`src/rtl/alarm_match_pkg.sv`:
```
package alarm_match_pkg;
  localparam int unsigned DATA_W     = 8;
  localparam int unsigned NUM_FIELDS = 3;
  localparam int unsigned VAL_W      = DATA_W - 1;

  typedef enum logic [1:0] {
    FLD_SEC  = 2'd0,
    FLD_MIN  = 2'd1,
    FLD_HOUR = 2'd2
  } field_e;
endpackage

```
`src/rtl/alarm_field_dec.sv`:
```
module alarm_field_dec #(
  parameter int unsigned DATA_W = 8,
  localparam int unsigned VAL_W = DATA_W - 1
) (
  input  logic [DATA_W-1:0] raw_i,
  input  logic              bin_mode_i,
  output logic [VAL_W-1:0]  val_o,
  output logic              wild_o
);
  logic [VAL_W-1:0] tens, units;

  assign wild_o = &raw_i[DATA_W-1 -: 2];

  always_comb begin
    tens  = VAL_W'(raw_i[VAL_W-1:4]);
    units = VAL_W'(raw_i[3:0]);
    if (bin_mode_i) val_o = raw_i[VAL_W-1:0];
    else            val_o = (tens << 3) + (tens << 1) + units;
  end
endmodule

```
`src/rtl/alarm_hour_norm.sv`:
```
module alarm_hour_norm #(
  parameter int unsigned VAL_W = 7
) (
  input  logic [VAL_W-1:0] val_i,
  input  logic             pm_i,
  input  logic             h24_mode_i,
  output logic [VAL_W-1:0] hour_o
);
  logic [VAL_W-1:0] base;

  always_comb begin
    base = (val_i == VAL_W'(12)) ? '0 : val_i;
    if (h24_mode_i)  hour_o = val_i;
    else if (pm_i)   hour_o = base + VAL_W'(12);
    else             hour_o = base;
  end
endmodule

```
`src/rtl/alarm_match_unit.sv`:
```
module alarm_match_unit
  import alarm_match_pkg::*;
(
  input  logic              clk_i,
  input  logic              rst_ni,
  input  logic              upd_strobe_i,
  input  logic              set_mode_i,
  input  logic              bin_mode_i,
  input  logic              h24_mode_i,
  input  logic              alarm_en_i,
  input  logic [DATA_W-1:0] cur_sec_i,
  input  logic [DATA_W-1:0] cur_min_i,
  input  logic [DATA_W-1:0] cur_hour_i,
  input  logic [DATA_W-1:0] alm_sec_i,
  input  logic [DATA_W-1:0] alm_min_i,
  input  logic [DATA_W-1:0] alm_hour_i,
  output logic              match_o,
  output logic              irq_o
);
  logic [DATA_W-1:0] cur_raw [NUM_FIELDS];
  logic [DATA_W-1:0] alm_raw [NUM_FIELDS];
  logic [VAL_W-1:0]  cur_val [NUM_FIELDS];
  logic [VAL_W-1:0]  alm_val [NUM_FIELDS];
  logic [VAL_W-1:0]  cur_cmp [NUM_FIELDS];
  logic [VAL_W-1:0]  alm_cmp [NUM_FIELDS];
  logic [NUM_FIELDS-1:0] alm_wild, cur_wild_unused, fld_ok;
  logic hit, fire, match_q, irq_q;

  assign cur_raw[FLD_SEC]  = cur_sec_i;
  assign cur_raw[FLD_MIN]  = cur_min_i;
  assign cur_raw[FLD_HOUR] = cur_hour_i;
  assign alm_raw[FLD_SEC]  = alm_sec_i;
  assign alm_raw[FLD_MIN]  = alm_min_i;
  assign alm_raw[FLD_HOUR] = alm_hour_i;

  for (genvar f = 0; f < NUM_FIELDS; f++) begin : g_fld
    alarm_field_dec #(.DATA_W(DATA_W)) u_cur_dec (
      .raw_i(cur_raw[f]), .bin_mode_i(bin_mode_i),
      .val_o(cur_val[f]), .wild_o(cur_wild_unused[f])
    );
    alarm_field_dec #(.DATA_W(DATA_W)) u_alm_dec (
      .raw_i(alm_raw[f]), .bin_mode_i(bin_mode_i),
      .val_o(alm_val[f]), .wild_o(alm_wild[f])
    );
    if (f == FLD_HOUR) begin : g_hour
      alarm_hour_norm #(.VAL_W(VAL_W)) u_cur_hn (
        .val_i(cur_val[f]), .pm_i(cur_raw[f][DATA_W-1]),
        .h24_mode_i(h24_mode_i), .hour_o(cur_cmp[f])
      );
      alarm_hour_norm #(.VAL_W(VAL_W)) u_alm_hn (
        .val_i(alm_val[f]), .pm_i(alm_raw[f][DATA_W-1]),
        .h24_mode_i(h24_mode_i), .hour_o(alm_cmp[f])
      );
    end else begin : g_plain
      assign cur_cmp[f] = cur_val[f];
      assign alm_cmp[f] = alm_val[f];
    end
    assign fld_ok[f] = alm_wild[f] | (alm_cmp[f] == cur_cmp[f]);
  end

  assign hit  = &fld_ok;
  assign fire = upd_strobe_i & ~set_mode_i & hit;

  always_ff @(posedge clk_i or negedge rst_ni) begin
    if (!rst_ni) begin
      match_q <= 1'b0;
      irq_q   <= 1'b0;
    end else begin
      match_q <= fire;
      irq_q   <= fire & alarm_en_i;
    end
  end

  assign match_o = match_q;
  assign irq_o   = irq_q;

  p_no_strobe_no_match_r9: assert property (@(posedge clk_i) disable iff (!rst_ni)
    !upd_strobe_i |=> !match_o);
  p_set_blocks_r8: assert property (@(posedge clk_i) disable iff (!rst_ni)
    (upd_strobe_i && set_mode_i) |=> !match_o);
  p_all_wild_fires_r4: assert property (@(posedge clk_i) disable iff (!rst_ni)
    (upd_strobe_i && !set_mode_i && (&alm_sec_i[7:6]) && (&alm_min_i[7:6])
     && (&alm_hour_i[7:6])) |=> match_o);
  p_irq_implies_match_r10: assert property (@(posedge clk_i) disable iff (!rst_ni)
    irq_o |-> match_o);
  p_irq_gated_r10: assert property (@(posedge clk_i) disable iff (!rst_ni)
    (upd_strobe_i && !alarm_en_i) |=> !irq_o);
endmodule

```
`config.mk`:
```
export PLATFORM = sky130hd
export DESIGN_NAME = alarm_match_unit
export DESIGN_NICKNAME = d
export VERILOG_FILES = /design/src/rtl/alarm_match_pkg.sv /design/src/rtl/alarm_field_dec.sv /design/src/rtl/alarm_hour_norm.sv /design/src/rtl/alarm_match_unit.sv
export SDC_FILE = /design/constraint.sdc
export NUM_CORES = 1
export LEC_CHECK = 0
export BUFFER_PORTS_ARGS = -buffer_cell sky130_fd_sc_hd__buf_2
export CORE_MARGIN = 4
export CORE_UTILIZATION = 47
export CTS_CLUSTER_SIZE = 10
export DETAILED_ROUTE_END_ITERATION = 8
export GPL_ROUTABILITY_DRIVEN = 0
export GPL_TIMING_DRIVEN = 0
export PLACE_DENSITY_LB_ADDON = 0.08
export SLEW_MARGIN = 20
export SYNTH_ARGS = -nofsm -noshare
export SYNTH_HDL_FRONTEND = slang
export SYNTH_SLANG_ARGS = --single-unit
```
`constraint.sdc`:
```
create_clock -name clk_i -period 0.8 [get_ports clk_i]
set_input_delay 0.08 -clock clk_i [delete_from_list [all_inputs] [get_ports clk_i]]
set_output_delay 0.08 -clock clk_i [all_outputs]
set_load 0.01 [all_outputs]
```
# --- After elaboration in Yosys (flattened, before gate mapping) ---
# Index checks and enable logic that the tools add are counted.
# Widths: inputs -> output; s select.
word_totals:
  word_cells: 44
  register_bits: 2
classes:
  addsub: 14
  n_reduce_logical: 4
  eq_ne: 5
  n_bitwise: 7
  muxes: 12
ops:
  columns: ["op", "count"]
  rows:
  - ["$mux 7", 12]
  - ["$add 6x4->7", 6]
  - ["$add 7x4->7", 6]
  - ["$eq 7x7->1", 3]
  - ["$add 7x4->7 const B", 2]
  - ["$eq 7x4->1 const B", 2]
  - ["$reduce_and 2->1", 3]
  - ["$and 1x1->1", 3]
  - ["$or 1x1->1", 3]
  - ["$reduce_and 3->1", 1]
  - ["$not 1->1", 1]

# --- Depth between registers and ports, before layout ---
logic_depth:
  depth_word: 13
  mapped_depth: 17
  ltp_nobuf: 17

# --- By module ---
# Synthesis repeated with hierarchy kept, for this count alone.
hier_totals:
  hier_cells: 284
  hier_area_um2: 2238.4
by_module_without_submodules:
  columns: ["mod", "cells_each", "seq_area_each_um2", "n_inst", "area_each_um2"]
  rows:
  - ["alarm_field_dec at g_fld[1].u_cur_dec ...", 33, 0.0, 3, 267.8]
  - ["alarm_field_dec at g_fld[0].u_alm_dec ...", 34, 0.0, 3, 264.0]
  - ["alarm_hour_norm", 25, 0.0, 2, 168.9]
  - ["alarm_match_unit", 33, 50.0, 1, 305.3]

# --- Worst setup path before layout ---
# Ideal clock, no wire load.
synth_timing:
  kind: "input to register"
  start: "input port alm_hour_i[3]"
  end: "register irq_q, in the netlist irq_o"
  setup_time_ns: 0.080
  arrival_ns: 3.202
  stages: 13
  path_buffers: 0
  path_slack_ns: -2.482
  required_ns: 0.720
  path_cell_list: "fa_1 ha_1 a21oi_2 a21oi_1 a311oi_4 o21ai_0 ha_1 nor2b_1 or3b_2 or3_1 a211oi_2 o221ai_2 nor3b_2"
synth_between:
  elab_chain_len: 12
synth_lines:
  columns: ["element", "line_no", "rtl"]
  rows:
  - ["from (decl)", "alarm_match_unit.sv:16", "input logic [DATA_W-1:0] alm_hour_i,"]
  - ["$add 7x4->7", "alarm_field_dec.sv:18", "else val_o = (tens << 3) + (tens << 1) + units;"]
  - ["$mux 7 (*)", "alarm_field_dec.sv:17", "if (bin_mode_i) val_o = raw_i[VAL_W-1:0];"]
  - ["$eq 7x4->1", "alarm_hour_norm.sv:12", "base = (val_i == VAL_W'(12)) ? '0 : val_i;"]
  - ["$mux 7", "alarm_hour_norm.sv:12", null]
  - ["$add 7x4->7", "alarm_hour_norm.sv:14", "else if (pm_i) hour_o = base + VAL_W'(12);"]
  - ["$mux 7", "alarm_hour_norm.sv:14", null]
  - ["$mux 7 (*)", "alarm_hour_norm.sv:13", "if (h24_mode_i) hour_o = val_i;"]
  - ["$eq 7x7->1 (*)", "alarm_match_unit.sv:58", "assign fld_ok[f] = alm_wild[f] | (alm_cmp[f] == cur_cmp[f]);"]
  - ["$or 1x1->1 (*)", "alarm_match_unit.sv:58", null]
  - ["$reduce_and 3->1 (*)", "alarm_match_unit.sv:61", "assign hit = &fld_ok;"]
  - ["$and 1x1->1 (*)", "alarm_match_unit.sv:62", "assign fire = upd_strobe_i & ~set_mode_i & hit;"]
  - ["$and 1x1->1 (*)", "alarm_match_unit.sv:70", "irq_q <= fire & alarm_en_i;"]
  - ["to (signal assigned)", "alarm_match_unit.sv:70", null]
  - ["to (decl)", "alarm_match_unit.sv:27", "logic hit, fire, match_q, irq_q;"]
# Mark *: on every way between the ends. The rest lies on a longest branch, timed or not.

# --- Worst setup path in the final report ---
layout_timing:
  start: "input port cur_hour_i[4]"
  end: "register irq_q, in the netlist irq_o"
layout_between:
  elab_chain_len: 13
layout_lines:
  columns: ["element", "line_no", "rtl"]
  rows:
  - ["from (decl)", "alarm_match_unit.sv:13", "input logic [DATA_W-1:0] cur_hour_i,"]
  - ["$add 6x4->7", "alarm_field_dec.sv:18", null]
  - ["$add 7x4->7", "alarm_field_dec.sv:18", null]
  - ["$mux 7 (*)", "alarm_field_dec.sv:17", null]
  - ["$eq 7x4->1", "alarm_hour_norm.sv:12", null]
  - ["$mux 7", "alarm_hour_norm.sv:12", null]
  - ["$add 7x4->7", "alarm_hour_norm.sv:14", null]
  - ["$mux 7", "alarm_hour_norm.sv:14", null]
  - ["$mux 7 (*)", "alarm_hour_norm.sv:13", null]
  - ["$eq 7x7->1 (*)", "alarm_match_unit.sv:58", null]
  - ["$or 1x1->1 (*)", "alarm_match_unit.sv:58", null]
  - ["$reduce_and 3->1 (*)", "alarm_match_unit.sv:61", null]
  - ["$and 1x1->1 (*)", "alarm_match_unit.sv:62", null]
  - ["$and 1x1->1 (*)", "alarm_match_unit.sv:70", null]
# Marked as above.

==> summary.txt <==
Worst setup path
  – CP top delay family: simple AND/OR/NAND/NOR gates
  – CP max FO: 3
  – CP cell instances: buf_8 > fa_1 > fa_2 > xor2_1 > o21ai_1 > nand4_1 > or2_1 > nand2_1 > ha_2 > buf_4 > nor2_2 > and3_4 > or3_1 > a211oi_2 > o221ai_2 > nor3b_2
  – CP required: 0.93 ns
  – Crit Path Class: input pin to flop
  – CP startpoint kind: input pin
  – Crit path buffers/inverters: 2
  – Max stage delay on crit path: 0.51 ns
  – CP Capture Type: flop
  – Crit path DAT: 3.42 ns
  – CP max stage cell: fa_1

Flow run
  – Number of max-cap violations: 0

Place
  – PortBufs: 53
  – Post-DP HPWL: 4010 um
  – Placed insts: 319
  – Dpl ws: -3.05 ns

STA
  – Final period utilization: 411%
  – Final worst slack: -2.49 ns
  – Relative slew slack: 71.7%
  – RSZ-0062 raised after global routing: true
  – FMAX: 304 MHz
  – Hold slack: 0.120 ns
  – Fin. Hold Viols: 0
  – Max-slew violations: 0
  – Tightest Pin Transition: 0.424 ns
  – Min cycle time layout: 3.29 ns
  – Final Setup Violations: 2
  – Setup TNS: -4.92 ns

Power
  – VDD IR-drop max: 362 uV
  – P_leak: 0.00120 uW
  – Power per cell area: 997 nW/um^2

Final layout
  – Final Core Density: 65.6%
  – Area Overhead vs Synth: 32.6%
  – Share of cells above drive strength 1: 39.2%
  – Nets: 389
  – Number of antenna diodes: 0
  – Finished Layout Cells: 336

Drt
  – Post-DR wirelength/cell: 14.4 um
  – Final ANT Viol Nets: 0
  – DRC: 0
  – Wire length after detailed routing: 4830 um
  – Via Count: 1838
  – DRT Pass-1 Iters: 4
  – First DRT Iteration DRCs: 57
  – Vias per cell: 5.47

GRT
  – Vias in the first global route: 1832
  – First-pass GRT wire length: 8150 um
  – Total track usage: 18.7%
  – Largest net degree at the start of global routing: 11
  – Initial antenna violation count: 0
  – Global route overflow: 0

Die
  – Die width: 73.6 um
  – DIE AREA: 5410 sq um
  – IO Count: 57
  – Die Ht: 73.6 um
  – Row count: 23
  – Core area: 4090 sq um
  – Starting Density: 49.4%

Synthesis
  – Synth warn: 0
  – Synth Net Count: 317
  – Synth cell count leaders: ha_1, xor2_1, xnor2_1
  – Largest cells by area after synthesis: ha_1, fa_1, xor2_1
  – Fraction of registers with async set or reset after synthesis: 100%
  – Most numerous cell in the Yosys netlist: ha_1
  – Post-synthesis sequential area ratio: 2.48%
  – Number of flops mapped to enable cells by yosys: 0
  – Post-Synthesis Mean Instance Area: 9.36 sq um
  – Ys flop type: dfrtp_1
  – Mapped Cells: 216
  – Largest area contributor in the netlist: ha_1
  – Synth Cell Area: 2020 sq um
  – Yosys top cell area share: 21.1%
  – FF+latch count, synth: 2
  – Synth cell types: 53

Min path
  – Worst min path class: input pin to flop
  – Hold path depth: 2
  – Min-delay src: alarm_en_i
  – Hold endpoint: irq_o$_DFF_PN0_

Clocking
  – H-tree depth: 1
  – CTS tree: done
  – Clock transition at path regs: 0.03 ns
  – CTS Buffer Depth: 2
  – Sink Count: 2
  – Root Driver: clkbuf_8
  – Num CTS Buffers: 3

Run status
  – Failing checks: negative setup slack
  – Status: complete, but fails checks
metrics by stage:
stage,total power (uW),cell area [sq um]
2_1_floorplan,1530,2070
3_5_place_dp,2000,2400
3_3_place_gp,1980,2400
5_1_grt,2960,2680
4_1_cts,2610,2640
6_report,2670,2680
report_power, final:
group	internal [uW]	switching, uW	total, uW
clock network	318	76.3	394
logic	1110	1060	2170
registers	102	0.0443	102
registers in the layout, indices dropped and copies added, names as in the netlist:
signal   flops
irq_o        1
match_o      1
cell type report:
class                           instances  area [sq um]
Sequential cell                         2          50.0
Timing Repair Buffer                   67           392
Tap cell                               50          62.6
Fill cell                             372          1410
Inverter                                3          11.3
Buffer                                  4          66.3
Clock buffer                            3          41.3
Multi-Input combinational cell        207          2060
worst max-delay path by stage:
stage	slack (ns)	end	depth (start not counted)	start
6_report	-2.49	irq_o$_DFF_PN0_	16	cur_hour_i[4]
5_1_grt	-2.61	irq_o$_DFF_PN0_	17	cur_hour_i[4]
4_1_cts	-2.38	irq_o$_DFF_PN0_	15	cur_hour_i[4]
3_5_place_dp	-3.05	irq_o$_DFF_PN0_	16	alm_hour_i[6]
3_3_place_gp	-3.03	irq_o$_DFF_PN0_	16	alm_hour_i[6]
2_1_floorplan	-2.41	irq_o$_DFF_PN0_	16	alm_hour_i[2]
placed cells by master, fill, tap and decap left out, types with 2 or more instances in the layout:
cell | synthesis | layout
dfrtp_1 | 2 | 2
nand3_4 | 0 | 2
o21ai_1 | 1 | 3
inv_1 | 3 | 3
buf_6 | 1 | 2
buf_2 | 0 | 50
mux2_2 | 2 | 2
nor4_1 | 4 | 4
mux2_4 | 2 | 2
fa_2 | 0 | 3
fa_1 | 12 | 9
ha_1 | 34 | 26
nand2_1 | 13 | 12
buf_8 | 1 | 2
a211oi_2 | 3 | 3
ha_4 | 0 | 6
nor2b_1 | 5 | 3
o21ai_0 | 7 | 4
clkbuf_8 | 0 | 3
ha_2 | 0 | 2
nand3_1 | 4 | 3
a21oi_1 | 13 | 12
buf_12 | 2 | 2
nand3b_1 | 2 | 2
a21o_1 | 4 | 4
a211o_1 | 7 | 7
nor3_1 | 3 | 3
o31a_1 | 2 | 2
nand2b_1 | 3 | 3
nor2b_2 | 0 | 2
nor2_1 | 10 | 9
xnor2_1 | 21 | 21
nand4_1 | 2 | 2
buf_4 | 0 | 14
xor2_1 | 24 | 24
metal layers:
| layer | GRT usage (%) | part of all wire (%) | vias to the layer above |
|---|---|---|---|
| met5 | 0 | 0 | - |
| met4 | 3.62 | 0.35 | 0 |
| met3 | 0.958 | 4.5 | 4 |
| met2 | 31.9 | 48 | 37 |
| met1 | 26.0 | 47 | 851 |
| li1 | - | - | 946 |
logic make-up (layout without fill, tap and decap cells):
| family | after synthesis | after routing | synth area share [%] |
|---|---|---|---|
| AO/OA/AOI/OAI | 51 | 51 | 20.1 |
| XOR/XNOR | 46 | 46 | 20.6 |
| adder cells (fa/ha/maj) | 46 | 46 | 32.9 |
| buffers and inverters | 7 | 77 | 3.84 |
| flip-flops | 2 | 2 | 2.48 |
| multiplexers | 6 | 6 | 3.78 |
| AND/OR/NAND/NOR | 58 | 58 | 16.2 |
repair_timing:
| action | in CTS | in global routing |
|---|---|---|
| hold buffers | 1 | 0 |
| endpoints found under the setup margin | 2 | 2 |
| gates cloned | 0 | 0 |
| gates resized for setup | 25 | 2 |
| buffers inserted | 8 | 5 |
| hold endpoints to repair | 2 | 0 |
| pin swaps | 22 | 2 |
(Power assumes the default switching activity.)
